**config.mk**
```make
export PLATFORM = sky130hd
export DESIGN_NAME = pwm_gen
export DESIGN_NICKNAME = d
export VERILOG_FILES = /design/src/rtl/pwm_pkg.sv /design/src/rtl/pwm_regs.sv /design/src/rtl/pwm_counter.sv /design/src/rtl/pwm_compare.sv /design/src/rtl/pwm_gen.sv
export SDC_FILE = /design/constraint.sdc
export NUM_CORES = 1
export LEC_CHECK = 0
export ABC_AREA = 0
export BUFFER_PORTS_ARGS = -buffer_cell sky130_fd_sc_hd__buf_2
export CORE_MARGIN = 1
export CORE_UTILIZATION = 53
export CTS_CLUSTER_DIAMETER = 60
export CTS_CLUSTER_SIZE = 24
export DETAILED_ROUTE_END_ITERATION = 10
export MAX_ROUTING_LAYER = met4
export PLACE_DENSITY = 0.77
export SLEW_MARGIN = 10
export SYNTH_ARGS = -nofsm -noshare
export SYNTH_HDL_FRONTEND = slang
export SYNTH_SLANG_ARGS = --single-unit
```
**constraint.sdc**
```tcl
create_clock -name clk -period 2.01 [get_ports clk]
set_input_delay 0.402 -clock clk [delete_from_list [all_inputs] [get_ports clk]]
set_output_delay 0.402 -clock clk [all_outputs]
set_load 0.1 [all_outputs]
```
**src/rtl/pwm_pkg.sv**
```systemverilog
package pwm_pkg;

    localparam int CNT_W  = 8;
    localparam int PS_W   = 2;
    localparam int DATA_W = 8;
    localparam int ADDR_W = 1;
    localparam int DUTY_W = CNT_W - 1;
    localparam int NUM_PS = 1 << PS_W;
    localparam int EN_BIT = DATA_W - 1;

    localparam logic [ADDR_W-1:0] ADDR_CTRL = ADDR_W'(0);
    localparam logic [ADDR_W-1:0] ADDR_DUTY = ADDR_W'(1);

    typedef struct packed {
        logic            en;
        logic [PS_W-1:0] presc;
    } ctrl_t;

    // index of the counter bit that ends a period for setting p
    function automatic int wrap_bit(input int p);
        return CNT_W - 1 - p;
    endfunction

    // mask of the counter bits that form the active count for setting p
    function automatic logic [CNT_W-1:0] count_mask(input int p);
        return CNT_W'((1 << wrap_bit(p)) - 1);
    endfunction

endpackage

```
**src/rtl/pwm_regs.sv**
```systemverilog
module pwm_regs
    import pwm_pkg::*;
(
    input  logic              clk,
    input  logic              rst,
    input  logic              wr_en,
    input  logic [ADDR_W-1:0] addr,
    input  logic [DATA_W-1:0] wr_data,
    output ctrl_t             ctrl,
    output logic [DUTY_W-1:0] duty,
    output logic [DATA_W-1:0] rd_data
);

    always_ff @(posedge clk) begin
        if (rst) begin
            ctrl <= '0;
            duty <= '0;
        end else if (wr_en) begin
            case (addr)
                ADDR_CTRL: begin
                    ctrl.en    <= wr_data[EN_BIT];
                    ctrl.presc <= wr_data[PS_W-1:0];
                end
                ADDR_DUTY: duty <= wr_data[DUTY_W-1:0];
                default: ;
            endcase
        end
    end

    always_comb begin
        rd_data = '0;
        case (addr)
            ADDR_CTRL: begin
                rd_data[EN_BIT]    = ctrl.en;
                rd_data[PS_W-1:0]  = ctrl.presc;
            end
            ADDR_DUTY: rd_data[DUTY_W-1:0] = duty;
            default: ;
        endcase
    end

endmodule

```
**src/rtl/pwm_counter.sv**
```systemverilog
module pwm_counter
    import pwm_pkg::*;
(
    input  logic             clk,
    input  logic             rst,
    input  logic             tick_en,
    input  ctrl_t            ctrl,
    output logic [CNT_W-1:0] cnt
);

    logic [CNT_W-1:0]  cnt_inc;
    logic [NUM_PS-1:0] wrap_sel;
    logic              wrap;

    assign cnt_inc = cnt + CNT_W'(1);

    genvar g;
    generate
        for (g = 0; g < NUM_PS; g++) begin : g_wrap
            assign wrap_sel[g] = cnt_inc[wrap_bit(g)];
        end
    endgenerate

    assign wrap = wrap_sel[ctrl.presc];

    always_ff @(posedge clk) begin
        if (rst || !ctrl.en) begin
            cnt <= '0;
        end else if (tick_en) begin
            cnt <= wrap ? '0 : cnt_inc;
        end
    end

endmodule

```
**src/rtl/pwm_compare.sv**
```systemverilog
module pwm_compare
    import pwm_pkg::*;
(
    input  ctrl_t             ctrl,
    input  logic [CNT_W-1:0]  cnt,
    input  logic [DUTY_W-1:0] duty,
    output logic              pwm_o
);

    logic [CNT_W-1:0] mask_tbl [NUM_PS];
    logic [CNT_W-1:0] active;

    genvar g;
    generate
        for (g = 0; g < NUM_PS; g++) begin : g_mask
            assign mask_tbl[g] = count_mask(g);
        end
    endgenerate

    assign active = cnt & mask_tbl[ctrl.presc];
    assign pwm_o  = ctrl.en && (active < {1'b0, duty});

endmodule

```
**src/rtl/pwm_gen.sv**
```systemverilog
module pwm_gen
    import pwm_pkg::*;
(
    input  logic              clk,
    input  logic              rst,
    input  logic              tick_en,
    input  logic              wr_en,
    input  logic [ADDR_W-1:0] addr,
    input  logic [DATA_W-1:0] wr_data,
    output logic [DATA_W-1:0] rd_data,
    output logic              pwm_out
);

    ctrl_t             ctrl;
    logic [DUTY_W-1:0] duty;
    logic [CNT_W-1:0]  cnt;

    pwm_regs u_regs (
        .clk     (clk),
        .rst     (rst),
        .wr_en   (wr_en),
        .addr    (addr),
        .wr_data (wr_data),
        .ctrl    (ctrl),
        .duty    (duty),
        .rd_data (rd_data)
    );

    pwm_counter u_cnt (
        .clk     (clk),
        .rst     (rst),
        .tick_en (tick_en),
        .ctrl    (ctrl),
        .cnt     (cnt)
    );

    pwm_compare u_cmp (
        .ctrl  (ctrl),
        .cnt   (cnt),
        .duty  (duty),
        .pwm_o (pwm_out)
    );

endmodule

```
; Yosys cells after proc, flatten, opt, wreduce, memory -nomap -nowiden
; Index checks and enable logic that the tools add are counted.
[op_classes]
n_addsub = 1
order_cmp = 3
muxes = 9
bitwise_logic = 3
reduce_logical = 5
[op_table]
columns = operator, count
row1 = 8-bit two-way mux, 3
row2 = 8-bit binary-select mux with 2-bit select, 1
row3 = "8-bit by 1-bit adder with 8-bit output, second input constant", 1
row4 = 8-bit AND, 1
row5 = 8-bit by 7-bit less-than comparator with 1-bit output, 1
row6 = 5-bit two-way mux, 1
row7 = 2-bit one-hot mux with 2 select lines, 1
row8 = 2-bit AND reduction, 2
row9 = "3-bit greater-or-equal comparator, second input constant", 1
row10 = "2-bit by 3-bit less-than comparator with 1-bit output, second input constant", 1
row11 = 2-bit NOT with 3-bit output, 1
row12 = 1-bit binary-select mux with 2-bit select, 1
row13 = 1-bit two-way mux, 2
row14 = 1-bit logical AND, 1
row15 = 1-bit zero test, 1
row16 = 1-bit logical OR, 1
row17 = 1-bit NOT, 1
[totals]
reg_bits = 18
inputBits = 13
out_inout_bits = 9
elab_cells = 25

; Depth between registers and ports, before layout
[depth]
word_depth = 7
mapped_depth = 7
ltp_nobuf = 7

; Cells and area by module
; From an unflattened synthesis, not the netlist that was laid out.
[hier_totals]
cells_unflattened = 132
area_unflattened_um2 = 1213.7
[by_module_without_submodules]
columns = mod, instances, cells_each, area_per_inst_um2, seq_area_each_um2
row1 = pwm_regs, 1, 52, 540.5, 200.2
row2 = pwm_counter, 1, 57, 493.0, 160.2
row3 = pwm_compare, 1, 23, 180.2, 0.0

; Least setup slack after synthesis
; No wires, ideal clock.
[synth_path]
kind = input to output
from = input port addr
to = output port rd_data[0]
arrival_time_ns = 2.887
required_time_ns = 1.608
slack_ns = -1.279
cell_stages = 3
n_path_buf = 2
path_cell_list = clkbuf_1 > clkbuf_1 > o21ai_0
[synth_via]
elab_chain_cells = 2
[synth_lines]
columns = item, line_no
row1 = from (decl), pwm_gen.sv:8  ; input logic [ADDR_W-1:0] addr,
row2 = 1-bit NOT, pwm_regs.sv:32  ; case (addr)
row3 = 2-bit one-hot mux with 2 select lines (*), pwm_regs.sv:32
row4 = to (decl), pwm_gen.sv:10  ; output logic [DATA_W-1:0] rd_data,
; Mark *: on every way between the ends. The rest lies on a longest branch, timed or not.

; Final worst setup path
[layout_path]
from = register u_cnt.cnt[4]
to = output port pwm_out
[layout_via]
elab_chain_cells = 3
[layout_lines]
columns = item, line_no
row1 = from (decl), pwm_counter.sv:8  ; output logic [CNT_W-1:0] cnt
row2 = from (signal assigned), pwm_counter.sv:30  ; cnt <= wrap ? '0 : cnt_inc;
row3 = 8-bit AND, pwm_compare.sv:20  ; assign active = cnt & mask_tbl[ctrl.presc];
row4 = 8-bit by 7-bit less-than comparator with 1-bit output, pwm_compare.sv:21  ; assign pwm_o = ctrl.en && (active < {1'b0, duty});
row5 = 1-bit logical AND, pwm_compare.sv:21
row6 = to (decl), pwm_gen.sv:11  ; output logic pwm_out
; Every way passes these cells.

==> metrics.txt <==
status complete, but fails checks; failing checks setup timing; I/O pin count 22; CTS tree yes; fin crit period about 2100 ps; largest net degree at the start of global routing 19; top-area cell type share of the netlist area 33.5%; Mapped Area 0.00108 mm2; Synth Area in Compound Gates between 10% and 20%; vias in the first global route 893; drt wl/cell 14.6 um; Rel. slew slack 67.5%; CP Launch Type flop; Slew Limit Fails 0; Critical Path Sink Type output port; delay-heaviest family, CP compound AO/OA/AOI/OAI gates; CTS clk-pin slew, worst paths around 120 ps; CTS root buffer clkbuf_4; Clock Sink Count 18; crit-path max FO 3; CP Launch Point u_cnt.cnt[4]$_SDFFE_PP0P_; CTS Buf Count 3; clk buf depth 2; adder-cell area share of the yosys netlist a little over 8%; first-pass GRT wire length 3990 um; clock skew 15.0 ps; Placed Area between 0.001 and 0.0015 mm2; worst hold slack ~340 ps; number of port buffers 21; post-synth top area cell dfxtp_1; Worst-Margin Slew 491 ps; worst-path cell chain buf_4, a21boi_2, ha_4, nor2_2, a21oi_2, a31oi_4, buf_12; Crit Path Class reg -> out; mux contribution to synthesized area about 2.9%; # diodes 0; Leak around 0.58 nW; DR vias about 1.2k; Layout area overhead 38.6%; XOR/XNOR share of the synthesized area less than 1%; routed wire length roughly 3000 um; finished layout cell area roughly 0.0015 mm2; grt ovf 0; Detailed Routing Iterations Pass 1 4; VDD IR max 0.477 mV; number of DRC markers in iteration 0 43; setup TNS -115 ps; Reg-to-Reg Start u_cnt.cnt[1]$_SDFFE_PP0P_; sequential cell area fraction in the yosys report 33.5%; Max Clock Freq 473 MHz; syn nets between 150 and 200; arrival time at the worst endpoint around 1700 ps; top post-synthesis cells by area dfxtp_1 33%, ha_1 8.1%, a21oi_1 7.4%; die area about 0.0022 mm2; Synth Area in Simple Gates a little under a third; pwr dens a little over 500 mW/mm2; # fillers roughly 120; Final Non-Filler Cells 200; Die H around 47 um; critical path's slowest cell dfxtp_2; synth warn 0; Final Hold Viols 0; core area approximately 0.0018 mm2; worst hold path type in -> reg; data required time at the worst endpoint 1610 ps; Post-Place Cells ~190; DRC 0; Antenna Nets Post-Route 0; via/cell ratio ~5.8; Final HPWL DP between 1500 and 2000 um; nets 196; largest family of logic cells by synthesized area simple AND/OR/NAND/NOR gates; Initial Utilization 59.1%; register bit total from synthesis 18; final period utilization 105%; # rows 15; H-tree depth 1; Setup-failing EPs final 2; Mapped Cells about 140; Worst Path Buf+Inv 2; PnR worst setup slack -104 ps; CP peak stage delay roughly 350 ps; mean area per synthesized cell 7.52 um2; unrepaired setup endpoints after global routing true; Max-cap violations 0; RD Place Congestion approximately 0.85; CTS Hold Bufs 0; min-delay src wr_data[7]; Tot GR Track Use 27.0%; initial antenna violation count 0; share of cells above drive strength 1 a little over two fifths; Clk Latency, worst-skew pair between 300 and 400 ps; Synth cell types 31; Die X roughly 47 um
==> report_power, final <==
group	leakage, nW	switching [mW]	total, mW	internal (mW)
clock network	0.0210	0.126	0.236	0.110
logic	0.405	0.103	0.154	0.0516
registers	0.151	0.0114	0.375	0.364
total	0.578	0.240	0.766	0.526
==> cell families after synthesis <==
kind of cell / count (synthesis)
fa+ha+maj: 7
simple gates: 66
xor+xnor: 1
buf+inv: 15
compound gates: 33
flops: 18
mux: 3
==> timing repair <==
action / 4_1_cts / 5_1_grt
pin swaps: 5 / 8
resized for setup: 11 / 23
buffers inserted: 2 / 3
setup endpoints to repair: 1 / 7
==> synth_stat cells, drive strengths merged <==
library cell / n
nand2: 19
dfxtp: 18
a21oi: 17
nand3: 12
inv: 9
nor2: 9
and2: 7
ha: 7
o21ai: 7
clkbuf: 5
nor2b: 5
nor3: 4
o21a: 3
mux2i: 2
nand2b: 2
nand3b: 2
nor4: 2
or3: 2
a211oi: 1
a21bo: 1
a21boi: 1
a22oi: 1
a311oi: 1
a31oi: 1
buf: 1
mux2: 1
nand4: 1
or4: 1
xor2: 1
==> layer usage <==
metal	up-vias	part of all wire, %	track usage [%]
li1	558	-	-
met1	536	44	36.0
met2	50	50	41.4
met3	6	4.9	4.62
met4	0	1.4	8.57
met5	-	0	-
==> cells in the final DEF (no fill, tap or decap), types with 3 or more instances in the layout <==
cell type / n
a21oi_1: 14
and2_2: 5
buf_2: 20
buf_4: 12
clkbuf_4: 3
dfxtp_1: 9
dfxtp_2: 6
dfxtp_4: 3
ha_1: 3
ha_4: 4
inv_1: 8
nand2_1: 18
nand3_1: 11
nor2_1: 6
nor2b_1: 3
nor3_1: 4
o21a_1: 3
o21ai_0: 4
==> layout make-up <==
class                           instances  area, um2  area share [%]
Tap cell                               25       31.3            2.10
Inverter                                9       33.8            2.27
Timing Repair Buffer                   34        221            14.8
Clock buffer                            4       36.3            2.43
Sequential cell                        18        379            25.4
Multi-Input combinational cell        110        790            52.9
==> flip-flops by register name, indices dropped and copies added (netlist names) <==
name and cells:
u_regs.ctrl 3, u_cnt.cnt 8, u_regs.duty 7
==> worst paths after layout <==
check,end,slack (ps),depth (start not counted)
min reg2reg,u_regs.duty[2]$_SDFFE_PP0P_,470,2
max,pwm_out,-100,7
min,u_regs.ctrl[2]$_SDFFE_PP0P_,340,3
max reg2reg,u_cnt.cnt[6]$_SDFFE_PP0P_,-10,8
==> metrics by stage <==
step / utilization (%) / power (mW) / setup slack (ps)
3_5_place_dp: 71.8 / 0.518 / 35.2
4_1_cts: 76.3 / 0.745 / -138
3_3_place_gp: 71.8 / 0.516 / 100
2_1_floorplan: - / 0.484 / -3.23
5_1_grt: 81.9 / 0.786 / -160
6_report: 81.9 / 0.766 / -104
==> tightest hold or removal path, delay by kind of cell <==
kind                   cells  cell delay (ps)
multiplexers               1               60
AND/OR/NAND/NOR            1               70
buffers and inverters      1               80
No activity file was read; power rests on OpenSTA's default activity.
